`config.mk`:
```
export PLATFORM = sky130hd
export DESIGN_NAME = strobed_io_port
export DESIGN_NICKNAME = d
export VERILOG_FILES = /design/src/rtl/strobed_io_port_pkg.sv /design/src/rtl/port_ctrl_decode.sv /design/src/rtl/port_data_latch.sv /design/src/rtl/port_service_flag.sv /design/src/rtl/strobed_io_port.sv
export SDC_FILE = /design/constraint.sdc
export NUM_CORES = 1
export LEC_CHECK = 0
export ABC_AREA = 1
export CAP_MARGIN = 20
export CORE_AREA = 2 2 39 41
export DETAILED_ROUTE_END_ITERATION = 10
export DIE_AREA = 0 0 41 43
export PLACE_DENSITY = 0.71
export SKIP_CTS_REPAIR_TIMING = 1
export SYNTH_ARGS = -nofsm -noshare
export SYNTH_HDL_FRONTEND = slang
export SYNTH_SLANG_ARGS = --single-unit
```
`constraint.sdc`:
```
create_clock -name clk -period 1.75 [get_ports clk]
set_input_delay 0.175 -clock clk [delete_from_list [all_inputs] [get_ports clk]]
set_output_delay 0.175 -clock clk [all_outputs]
set_load 0.1 [all_outputs]
```
`src/rtl/strobed_io_port_pkg.sv`:
```
package strobed_io_port_pkg;

    typedef enum logic {
        MODE_INPUT  = 1'b0,
        MODE_OUTPUT = 1'b1
    } port_mode_e;

    typedef struct packed {
        logic dev_sel;  // both select terms asserted
        logic gate;     // latch loads at this edge
        logic drive;    // bus driven this cycle
    } port_ctrl_t;

    function automatic logic select_true(input logic lo_n, input logic hi);
        return (!lo_n) && hi;
    endfunction

    function automatic port_ctrl_t decode_ctrl(input logic lo_n, input logic hi,
                                               input port_mode_e mode, input logic strobe);
        port_ctrl_t c;
        c.dev_sel = select_true(lo_n, hi);
        if (mode == MODE_OUTPUT) begin
            c.gate  = c.dev_sel;
            c.drive = 1'b1;
        end else begin
            c.gate  = strobe;
            c.drive = c.dev_sel;
        end
        return c;
    endfunction

endpackage

```
`src/rtl/port_ctrl_decode.sv`:
```
module port_ctrl_decode
    import strobed_io_port_pkg::*;
(
    input  logic       sel_lo_n,
    input  logic       sel_hi,
    input  logic       dir_out,
    input  logic       stb,
    output port_ctrl_t ctrl
);
    port_mode_e mode;

    always_comb begin
        mode = port_mode_e'(dir_out);
        ctrl = decode_ctrl(sel_lo_n, sel_hi, mode, stb);
    end
endmodule

```
`src/rtl/port_data_latch.sv`:
```
module port_data_latch #(
    parameter int WIDTH = 8
) (
    input  logic             clk,
    input  logic             rst,
    input  logic             gate,
    input  logic             clr_n,
    input  logic [WIDTH-1:0] din,
    output logic [WIDTH-1:0] q
);
    localparam logic [WIDTH-1:0] EMPTY = '0;

    logic [WIDTH-1:0] held;

    for (genvar b = 0; b < WIDTH; b++) begin : g_bit
        always_ff @(posedge clk) begin
            if (rst) begin
                held[b] <= EMPTY[b];
            end else if (gate) begin
                held[b] <= din[b];          // open gate overrides clear
            end else if (!clr_n) begin
                held[b] <= EMPTY[b];
            end
        end
    end

    assign q = held;
endmodule

```
`src/rtl/port_service_flag.sv`:
```
module port_service_flag (
    input  logic clk,
    input  logic rst,
    input  logic stb,
    input  logic clr_n,
    input  logic dev_sel,
    output logic irq_n
);
    logic stb_q;
    logic quiet;     // 1 = no request pending
    logic stb_fall;

    always_ff @(posedge clk) begin
        stb_q <= stb;
    end

    assign stb_fall = stb_q && !stb;

    always_ff @(posedge clk) begin
        if (rst) begin
            quiet <= 1'b1;
        end else if (!clr_n) begin
            quiet <= 1'b1;                  // clear wins over strobe
        end else if (stb_fall) begin
            quiet <= 1'b0;
        end
    end

    assign irq_n = quiet || dev_sel;
endmodule

```
`src/rtl/strobed_io_port.sv`:
```
module strobed_io_port
    import strobed_io_port_pkg::*;
#(
    parameter int WIDTH = 8
) (
    input  logic             clk,
    input  logic             rst,
    input  logic [WIDTH-1:0] din,
    input  logic             sel_lo_n,
    input  logic             sel_hi,
    input  logic             dir_out,
    input  logic             stb,
    input  logic             clr_n,
    output logic [WIDTH-1:0] dout,
    output logic             dout_en,
    output logic             irq_n
);
    port_ctrl_t ctrl;

    port_ctrl_decode u_dec (
        .sel_lo_n (sel_lo_n),
        .sel_hi   (sel_hi),
        .dir_out  (dir_out),
        .stb      (stb),
        .ctrl     (ctrl)
    );

    port_data_latch #(.WIDTH(WIDTH)) u_latch (
        .clk   (clk),
        .rst   (rst),
        .gate  (ctrl.gate),
        .clr_n (clr_n),
        .din   (din),
        .q     (dout)
    );

    port_service_flag u_flag (
        .clk     (clk),
        .rst     (rst),
        .stb     (stb),
        .clr_n   (clr_n),
        .dev_sel (ctrl.dev_sel),
        .irq_n   (irq_n)
    );

    assign dout_en = ctrl.drive;
endmodule

```
==> run summary <==
status = complete, no violations
initial antenna violation count = 0
largest net degree at the start of global routing = 10
period utilization = 72.84%
most common cell in the netlist = nand2_1
slew margin rel. = 78.71%
All-Layer GR Usage = 11.82%
final hold violation count = 0
CP max FO = 2
P per Cell Area = 894.4 nW/um2
area leader, netlist = dfxtp_1
hpwl dp = 771.7 um
maximum buffer depth of the clock tree = 2
Worst Path Arrival = 1100 ps
port bufs = 24
Ant. Diodes = 0
Final nets = 90
Max Cap Violations = 0
synthesized area = 406.6 um2
Main synth FF type = dfxtp_1
Tmin final = 1275 ps
Initial DRT Pass Iterations = 4
Post-synth EDFFs = 0
placed cell areas = 659.4 um2
routed wire length per instance = 11.22 um
vias in the first global route = 360
post-synthesis sequential area ratio = 49.23%
Worst-Skew Late Latency = 260 ps
Layout Utilization = 50.27%
post-synth top area share = 49.23%
Starting Density = 29.39%
Clock Skew = 0.2901 ps
top post-synthesis cells by area = dfxtp_1 49%, nand4_1 12%, nand2_1 10%
share of cells above drive strength 1 = 22.97%
Detailed Route WL = 1010 um
TritonCTS Sinks = 10
Worst Tran Pin Value = 318.4 ps
Leak Pwr = 0.0002985 uW
area used by multi-input combinational logic = 183.9 um2
Yosys warning total = 0
Peak Freq = 784.5 MHz
Area growth syn-to-layout = 71.08%
CTS buffer count = 3
critical path endpoint category = output pin
hold crit path type = in2reg
cell count after placement = 86
die height = 43 um
starting DRC count in detailed routing = 3
Avg Vias per Cell = 4.778
CTS root buffer = clkbuf_4
Remaining Overflow, GRT = 0
total core area = 1384 um2
Residual DRC = 0
WS Path Type = in2out
commonest cells in the netlist = 11 x nand2_1, 10 x dfxtp_1, 8 x a21oi_1, 8 x nand4_1, 4 x inv_1
final hold slack = 470.5 ps
syn nets = 63
post-route ant nets = 0
die width = 41 um
Slew Limit Fails = 0
Peak supply drop = 0.4002 mV
Clock transition at path regs = 70 ps
setup_tns = 0 ps
Cell variety after synth = 10
detailed-route via count = 430
CTS tree = yes
worst path required time = 1570 ps
Setup Viol. Count Final = 0
RSZ-0062 raised after global routing = no
Seq cells post-synth = 10
Placer Congestion = 0.6518
IO Count = 25
number of fill cells = 124
post-synthesis cell count = 48
CTS HTree Levels = 1
Worst setup SP type = input port
full die area = 1763 um2
async set or reset register ratio after synthesis = 0%
Seq. cell area = 200.2 um2
Design Area, Final = 695.7 um2
Core Rows = 14
first-pass GRT wire length = 1421 um
Mapped Avg Cell Area = 8.472 um2
Non-Filler Instances = 90
-- stage by stage --
stage               total power, uW  setup slack [ps]
finish                        622.2             475.3
global route                  643.4             450.5
CTS                           627.7             468.6
detailed placement            423.2             470.5
global placement              422.0             482.9
floorplan                     358.7             452.8
-- final timing paths --
check / from / end / slack (ps) / cells after the start
worst max-delay path: dir_out / dout_en / 480 / 4
worst max register to register: u_flag.stb_q$_DFF_P_ / u_flag.quiet$_SDFFE_PP1P_ / 1070 / 3
worst min-delay path: stb / u_flag.stb_q$_DFF_P_ / 470 / 1
worst min register to register: u_latch.q[0]$_SDFFE_PP0P_ / u_latch.q[0]$_SDFFE_PP0P_ / 490 / 2
-- power breakdown --
part / internal (uW) / switching (uW) / total (uW)
registers: 238 / 5.38 / 244
clock network: 126 / 78.8 / 205
logic: 57.7 / 116 / 174
total: 422 / 200 / 622
-- cells in the final DEF (no fill, tap or decap) --
cell type / Yosys / final
nand3_4: 1 / 1
nand3b_1: 1 / 1
clkdlybuf4s50_1: 0 / 14
buf_4: 0 / 8
a21oi_1: 8 / 8
nand2_1: 11 / 11
nand2_4: 2 / 2
clkbuf_4: 0 / 3
clkbuf_8: 0 / 1
o21ai_0: 1 / 1
nand4_1: 8 / 8
dfxtp_1: 10 / 10
inv_1: 4 / 4
buf_12: 0 / 2
-- sequential cells by signal, indices dropped and copies added (netlist names) --
| signal | cells |
|---|---|
| u_latch.q | 8 |
| u_flag.quiet | 1 |
| u_flag.stb_q | 1 |
-- critical path, stage by stage --
cell             delay (ps)
clkdlybuf4s50_1         530
inv_1                   100
nand2_1                 120
buf_12                  180
-- cells by family after synthesis --
logic type	count (synthesis)	synth area share [%]
simple gates	23	34.16
flops	10	49.23
buf+inv	6	5.538
compound gates	9	11.08
-- metal layers --
| layer | vias to the layer above | track usage (%) | share of wire, % |
|---|---|---|---|
| li1 | 219 | - | - |
| met1 | 194 | 15.74 | 43 |
| met2 | 17 | 16.56 | 47 |
| met3 | 0 | 3.665 | 9.9 |
| met4 | 0 | 6.000 | 0 |
| met5 | - | 0 | 0 |
-- cell type report --
class / instances / share of cell area [%]
clock buffers: 4 / 5.216
inverters: 4 / 2.158
multi-input cells: 32 / 26.44
flip-flops and latches: 10 / 28.78
well taps: 16 / 2.878
repair buffers: 24 / 34.53
Note: power is estimated with default switching activity, not from simulation.
